**src/rtl/mac_pause_pkg.sv**
```systemverilog
package mac_pause_pkg;

   typedef enum logic [1:0] {
      TXS_IDLE = 2'd0,
      TXS_CTRL = 2'd1,
      TXS_DATA = 2'd2
   } txs_e;

   localparam logic [47:0] CTRL_DEST   = 48'h0180_C200_0001;
   localparam logic [15:0] CTRL_ETYPE  = 16'h8808;
   localparam logic [15:0] CTRL_OPCODE = 16'h0001;

   // Byte idx of a control frame. Fields are sent most significant byte first.
   function automatic logic [7:0] ctrl_byte(input int idx, input logic [47:0] sa,
                                            input logic [15:0] q);
      logic [7:0] b;
      if (idx < 6)        b = CTRL_DEST[8*(5-idx) +: 8];
      else if (idx < 12)  b = sa[8*(11-idx) +: 8];
      else if (idx == 12) b = CTRL_ETYPE[15:8];
      else if (idx == 13) b = CTRL_ETYPE[7:0];
      else if (idx == 14) b = CTRL_OPCODE[15:8];
      else if (idx == 15) b = CTRL_OPCODE[7:0];
      else if (idx == 16) b = q[15:8];
      else if (idx == 17) b = q[7:0];
      else                b = 8'h00;
      return b;
   endfunction

endpackage

```
**src/rtl/mac_pause_timer.sv**
```systemverilog
module mac_pause_timer #(
   parameter int QUANTUM_BITS   = 512,
   parameter int BITS_PER_CYCLE = 8,
   parameter int QW             = 16
) (
   input  logic          clk,
   input  logic          rst_n,
   input  logic [1:0]    speed,
   input  logic          obey_en,
   input  logic          rx_valid,
   input  logic [QW-1:0] rx_quanta,
   output logic          active
);
   localparam int BASE   = QUANTUM_BITS / BITS_PER_CYCLE;
   localparam int SW     = $clog2(BASE * 100 + 1);
   localparam int NSPEED = 4;

   if (QUANTUM_BITS % BITS_PER_CYCLE != 0) begin : g_bad_ratio
      $error("QUANTUM_BITS must be a multiple of BITS_PER_CYCLE");
   end
   if (BASE < 2) begin : g_bad_base
      $error("a quantum must span at least two cycles");
   end

   // Slot length in cycles for each speed code; codes 2 and 3 share the fastest rate.
   logic [SW-1:0] slot_tbl [NSPEED];
   for (genvar g = 0; g < NSPEED; g++) begin : g_speed
      localparam int DIV = (g == 0) ? 100 : ((g == 1) ? 10 : 1);
      assign slot_tbl[g] = SW'(BASE * DIV);
   end

   logic [SW-1:0] slot_len;
   logic [SW-1:0] slot;
   logic [QW-1:0] cnt;

   assign slot_len = slot_tbl[speed];
   assign active   = (cnt != '0);

   always_ff @(posedge clk) begin
      if (!rst_n) begin
         cnt  <= '0;
         slot <= '0;
      end else if (!obey_en) begin
         cnt  <= '0;
         slot <= '0;
      end else if (rx_valid) begin
         cnt  <= rx_quanta;
         slot <= '0;
      end else if (cnt != '0) begin
         if (slot >= slot_len - 1'b1) begin
            slot <= '0;
            cnt  <= cnt - 1'b1;
         end else begin
            slot <= slot + 1'b1;
         end
      end
   end

   assert_zero_cancel_R8: assert property (@(posedge clk) disable iff (!rst_n)
      (obey_en && rx_valid && rx_quanta == '0) |=> !active);
   assert_reload_R7: assert property (@(posedge clk) disable iff (!rst_n)
      (obey_en && rx_valid) |=> (cnt == $past(rx_quanta)));
   assert_ignored_R9: assert property (@(posedge clk) disable iff (!rst_n)
      !obey_en |=> !active);
   assert_no_growth_R4: assert property (@(posedge clk) disable iff (!rst_n)
      (active && !rx_valid) |=> (cnt <= $past(cnt)));
endmodule

```
**src/rtl/mac_pause_framer.sv**
```systemverilog
module mac_pause_framer
   import mac_pause_pkg::*;
#(
   parameter int FRAME_BYTES = 60
) (
   input  logic        clk,
   input  logic        rst_n,
   input  logic        start,
   input  logic [47:0] src_addr,
   input  logic [15:0] quanta,
   output logic        busy,
   output logic [7:0]  data,
   output logic        last
);
   localparam int IW = $clog2(FRAME_BYTES);

   if (FRAME_BYTES < 18) begin : g_bad_len
      $error("FRAME_BYTES must hold the header and quanta");
   end

   logic [IW-1:0] idx;
   logic [15:0]   q_hold;

   assign last = busy && (idx == IW'(FRAME_BYTES - 1));
   assign data = busy ? ctrl_byte(int'(idx), src_addr, q_hold) : 8'h00;

   always_ff @(posedge clk) begin
      if (!rst_n) begin
         busy   <= 1'b0;
         idx    <= '0;
         q_hold <= '0;
      end else if (start) begin
         busy   <= 1'b1;
         idx    <= '0;
         q_hold <= quanta;
      end else if (busy) begin
         if (last) begin
            busy <= 1'b0;
            idx  <= '0;
         end else begin
            idx <= idx + 1'b1;
         end
      end
   end

   assert_single_start_R2: assert property (@(posedge clk) disable iff (!rst_n)
      busy |-> !start);
   assert_quanta_held_R1: assert property (@(posedge clk) disable iff (!rst_n)
      (busy && !start) |=> $stable(q_hold));
endmodule

```
**src/rtl/mac_pause_txgate.sv**
```systemverilog
module mac_pause_txgate
   import mac_pause_pkg::*;
(
   input  logic clk,
   input  logic rst_n,
   input  logic req,
   input  logic send_en,
   input  logic pause_active,
   input  logic dat_valid,
   input  logic dat_last,
   input  logic fr_last,
   output logic start_ctrl,
   output logic in_ctrl,
   output logic in_data
);
   txs_e state, state_nx;
   logic pend;

   assign start_ctrl = (state == TXS_IDLE) && pend;
   assign in_ctrl    = (state == TXS_CTRL);
   assign in_data    = (state == TXS_DATA);

   always_comb begin
      state_nx = state;
      unique case (state)
         TXS_IDLE: begin
            if (pend)                           state_nx = TXS_CTRL;
            else if (dat_valid && !pause_active) state_nx = TXS_DATA;
         end
         TXS_CTRL: if (fr_last)               state_nx = TXS_IDLE;
         TXS_DATA: if (dat_valid && dat_last) state_nx = TXS_IDLE;
         default:                             state_nx = TXS_IDLE;
      endcase
   end

   always_ff @(posedge clk) begin
      if (!rst_n) begin
         state <= TXS_IDLE;
         pend  <= 1'b0;
      end else begin
         state <= state_nx;
         if (req && send_en) pend <= 1'b1;
         else if (start_ctrl) pend <= 1'b0;
      end
   end

   assert_gated_start_R5: assert property (@(posedge clk) disable iff (!rst_n)
      $rose(in_data) |-> $past(!pause_active));
   assert_frame_whole_R6: assert property (@(posedge clk) disable iff (!rst_n)
      (in_data && !(dat_valid && dat_last)) |=> in_data);
   assert_req_ignored_R3: assert property (@(posedge clk) disable iff (!rst_n)
      (!pend && !(req && send_en)) |=> !pend);
   assert_ctrl_first_R10: assert property (@(posedge clk) disable iff (!rst_n)
      ((state == TXS_IDLE) && pend) |=> in_ctrl);
endmodule

```
**src/rtl/mac_pause_ctrl.sv**
```systemverilog
module mac_pause_ctrl
   import mac_pause_pkg::*;
#(
   parameter int QUANTUM_BITS   = 512,
   parameter int BITS_PER_CYCLE = 8,
   parameter int QUANTA_W       = 16,
   parameter int FRAME_BYTES    = 60
) (
   input  logic        clk,
   input  logic        rst_n,
   input  logic [1:0]  cfg_speed,
   input  logic [15:0] cfg_quanta,
   input  logic        cfg_send_en,
   input  logic        cfg_obey_en,
   input  logic        cfg_pause_req,
   input  logic [47:0] station_addr,
   input  logic        rx_pause_valid,
   input  logic [15:0] rx_pause_quanta,
   input  logic        dat_valid,
   input  logic [7:0]  dat_data,
   input  logic        dat_last,
   output logic        dat_ready,
   output logic        tx_valid,
   output logic [7:0]  tx_data,
   output logic        tx_last,
   output logic        tx_ctrl,
   output logic        pause_active
);
   if (QUANTA_W != 16) begin : g_bad_qw
      $error("the pause quanta field is 16 bits wide");
   end

   logic       start_ctrl, in_ctrl, in_data;
   logic       fr_busy, fr_last;
   logic [7:0] fr_data;

   mac_pause_timer #(
      .QUANTUM_BITS  (QUANTUM_BITS),
      .BITS_PER_CYCLE(BITS_PER_CYCLE),
      .QW            (QUANTA_W)
   ) timer_i (
      .clk      (clk),
      .rst_n    (rst_n),
      .speed    (cfg_speed),
      .obey_en  (cfg_obey_en),
      .rx_valid (rx_pause_valid),
      .rx_quanta(rx_pause_quanta),
      .active   (pause_active)
   );

   mac_pause_framer #(.FRAME_BYTES(FRAME_BYTES)) framer_i (
      .clk     (clk),
      .rst_n   (rst_n),
      .start   (start_ctrl),
      .src_addr(station_addr),
      .quanta  (cfg_quanta),
      .busy    (fr_busy),
      .data    (fr_data),
      .last    (fr_last)
   );

   mac_pause_txgate gate_i (
      .clk         (clk),
      .rst_n       (rst_n),
      .req         (cfg_pause_req),
      .send_en     (cfg_send_en),
      .pause_active(pause_active),
      .dat_valid   (dat_valid),
      .dat_last    (dat_last),
      .fr_last     (fr_last),
      .start_ctrl  (start_ctrl),
      .in_ctrl     (in_ctrl),
      .in_data     (in_data)
   );

   assign dat_ready = in_data;
   assign tx_ctrl   = in_ctrl;
   assign tx_valid  = in_ctrl ? fr_busy : (in_data && dat_valid);
   assign tx_data   = in_ctrl ? fr_data : (in_data ? dat_data : 8'h00);
   assign tx_last   = in_ctrl ? fr_last : (in_data && dat_valid && dat_last);

   assert_ctrl_contiguous_R1: assert property (@(posedge clk) disable iff (!rst_n)
      in_ctrl |-> tx_valid);
   assert_no_overlap_R10: assert property (@(posedge clk) disable iff (!rst_n)
      !(in_ctrl && dat_ready));
endmodule

```
**config.mk**
```make
export PLATFORM = sky130hd
export DESIGN_NAME = mac_pause_ctrl
export DESIGN_NICKNAME = d
export VERILOG_FILES = /design/src/rtl/mac_pause_pkg.sv /design/src/rtl/mac_pause_timer.sv /design/src/rtl/mac_pause_framer.sv /design/src/rtl/mac_pause_txgate.sv /design/src/rtl/mac_pause_ctrl.sv
export SDC_FILE = /design/constraint.sdc
export NUM_CORES = 1
export LEC_CHECK = 0
export ABC_CLOCK_PERIOD_IN_PS = 2800
export BUFFER_PORTS_ARGS = -buffer_cell sky130_fd_sc_hd__clkbuf_2
export CAP_MARGIN = 20
export CORE_MARGIN = 2
export CORE_UTILIZATION = 25
export DETAILED_ROUTE_END_ITERATION = 8
export PLACE_DENSITY = 0.49
export SLEW_MARGIN = 0
export SYNTH_ARGS = -nofsm -noshare
export SYNTH_HDL_FRONTEND = slang
export SYNTH_HIERARCHICAL = 1
export SYNTH_SLANG_ARGS = --single-unit
```
**constraint.sdc**
```tcl
create_clock -name clk -period 2.8 [get_ports clk]
set_clock_uncertainty 0.2 [all_clocks]
set_input_delay 0.14 -clock clk [delete_from_list [all_inputs] [get_ports clk]]
set_output_delay 0.14 -clock clk [all_outputs]
set_load 0.01 [all_outputs]
```
==> results.cfg <==
[setup_path]
setup.worst_path.end_class = primary output
crit_arrival_ps = 2340
crit_buf_inv = 2
timing.rr.start = timer_i/cnt[10]
crit_family = compound AO/OA/AOI/OAI gates
critPathSlowestCell = a2111o_1
crit_fanout = 7
path_cells = inv_1, ha_1, a2111o_1, and2_2, a41oi_1, a31oi_1, a22o_2, clkbuf_2
startpoint_type = flop
max_stage_delay_ps = 450
cp.required_ps = 2460
startpoint = framer_i/idx[3]
worstSetupPathType = reg -> out

[sta]
hold-worst-slack_ps = 29.1
finalHoldViolCount = 0
tightest_slew_ps = 833
maxSlewViolCount = 0
setup_slack_ps = 117
fmax_mhz = 373
post-route-period-util_pct = 95.8
maxSlewHeadroom_pct = 44.4
setup_viol = 0
fin_tns_setup_ps = 0
fin_crit_ps = 2680
grt_setup_unrepaired = yes

[synth]
avgSynthCellArea_um2 = 8.96
yosys.area_share.xor_xnor_pct = 7.07
synth-seq-cells = 55
yosysWarningCount = 6
postSynthCellCount = 415
syn_area_um2 = 3720
synth-adder-area-share_pct = 6.39
synth-simple-area-share_pct = 25.3
synth.mux.area_fraction_pct = 12.5
async_reset_ff_share_pct = 0
synth_top_family_by_area = simple AND/OR/NAND/NOR gates
synth_compound_area_share_pct = 15.0
synth_cell_types = 55
synth_edf_count = 0
yosysTopAreaCellShare_pct = 29.6
synth_ff_type = dfxtp_1
synth_top_area_cell = dfxtp_1
synth.yosys.seq_area_share_pct = 29.6
synthTopCellsByArea = dfxtp_1, ha_1, nor2_1, mux2i_1, xnor2_1
synth_fp_nets = 532

[cells_and_area]
multiInputGateArea_um2 = 2490
fin_cells = 749
layout_common_cells = clkbuf_2, dfxtp_1, nor2_1, dlygate4sd3_1, nand2_1
seq_area_um2 = 1100
postLayoutCoreUtil_pct = 34.8
antenna_cells = 0
nets = 681
final_common_cell = clkbuf_2
drive_above_1_share_pct = 30.3
final_area_um2 = 5060
n_fill_cell = 1535
synthToLayoutAreaGrowth_pct = 36.1

[clock_tree]
h-tree-depth = 2
insertion_delay_ps = 300
clk_pin_slew_ps = 70
clockBufferDepth = 2
tritoncts = yes
clkSinkCount = 55
numCtsBuffers = 5
cts_root_buf = clkbuf_16

[routing]
viasPerCell = 4.68
wl_um = 10200
detail-route-antenna-nets = 0
firstDrtPassIters = 4
drtIter0Drc = 166
detail_route.wl_per_cell_um = 13.6
drc = 0
vias = 3505

[outcome]
outcome = finished, final reports clean

[grt]
grt_pass1_wl_um = 16900
grt_start_max_net_pins = 31
grt_pass1_vias = 3524
antenna_found_initial = 0
grt_overflow_total = 0
grt_use_total_pct = 12.7

[die]
io_pins = 111
core-area_um2 = 14500
rows = 44
start_util_pct = 25.6
die_h_um = 126
dieArea_um2 = 15900
die_w_um = 126

[min_path]
hp-start = dat_valid
hold_class = in -> reg

[place]
dpl.hpwl_um = 8060
dp.cells = 701
gp_congestion = 0.773
dpl_cell_area_um2 = 4480
io_buffers = 110
place_ws_ps = 240

[power]
leakage_nw = 2.06
p_per_area_nw_per_um2 = 376
ir_drop_uv = 215
report.power.total_mw = 1.90

[run]
cap_violations = 0
[worst paths after layout]
kind	to	slack [ps]	cells after the start
setup reg to reg	timer_i/cnt[6]	140	7
setup / recovery	tx_data[1]	120	8
hold reg to reg	gate_i/pend	320	2
hold / removal	gate_i/state[1]	30	3
[cells by family after synthesis]
logic type / count (synthesis)
buffers and inverters: 29
AND/OR/NAND/NOR: 172
flip-flops: 55
other: 1
XOR/XNOR: 30
adder cells (fa/ha/maj): 19
multiplexers: 34
AO/OA/AOI/OAI: 75
[area by class of cell]
type / count / area share (%)
multi-input combinational: 331 / 49.1
sequential: 55 / 21.8
timing repair buffer: 161 / 20.4
tap: 184 / 4.55
clock buffer: 5 / 2.47
clock inverter: 3 / 0.865
inverter: 10 / 0.741
[tightest hold or removal path, stage by stage]
cell,delay (ps)
clkbuf_2,110
nand3_1,80
o2111a_1,140
[power breakdown]
part | switching (mW) | internal (mW) | leakage (nW)
logic | 0.161 | 0.204 | 1.53
clock network | 0.289 | 0.422 | 0.0838
registers | 0.0222 | 0.806 | 0.448
total | 0.472 | 1.43 | 2.06
[flip-flops by register name, indices dropped and copies added, names as in the netlist]
| name | count |
|---|---|
| framer_i/busy | 1 |
| framer_i/idx | 6 |
| framer_i/q_hold | 16 |
| gate_i/pend | 1 |
| gate_i/state | 2 |
| timer_i/cnt | 16 |
| timer_i/slot | 13 |
[what timing repair did]
action	4_1_cts	5_1_grt
hold buffers	37	0
endpoints found under the setup margin	5	9
hold endpoints to repair	34	0
buffers inserted	0	3
pin swaps	0	3
resized for setup	1	7
[metal layers]
| metal | up-vias | share of wire, % | track usage (%) |
|---|---|---|---|
| li1 | 1807 | - | - |
| met3 | 7 | 1.9 | 1.91 |
| met1 | 1657 | 48 | 17.0 |
| met2 | 34 | 49 | 21.8 |
| met4 | 0 | 0.83 | 2.78 |
| met5 | - | 0 | 0 |
[Yosys cell counts, types with 3 or more instances]
| cell | instances |
|---|---|
| mux2i_1 | 18 |
| nand3_1 | 7 |
| a221oi_1 | 3 |
| or3_1 | 5 |
| clkbuf_1 | 10 |
| mux4_2 | 4 |
| a22oi_1 | 8 |
| xnor2_1 | 20 |
| a311oi_1 | 3 |
| a21oi_1 | 8 |
| nor3b_1 | 6 |
| o31ai_1 | 3 |
| nor2b_1 | 23 |
| mux4_1 | 4 |
| and2_1 | 3 |
| buf_2 | 6 |
| dfxtp_1 | 55 |
| or2_2 | 4 |
| a22o_2 | 6 |
| inv_1 | 10 |
| xor2_1 | 10 |
| mux2_2 | 8 |
| nand4b_1 | 5 |
| o21ai_0 | 10 |
| a22o_1 | 5 |
| a211oi_1 | 15 |
| and3_1 | 6 |
| nand2b_1 | 4 |
| nor3_1 | 9 |
| nor2_1 | 49 |
| nand4_1 | 4 |
| o22ai_1 | 4 |
| ha_1 | 19 |
| nand2_1 | 33 |
No activity file was read; power rests on OpenSTA's default activity.
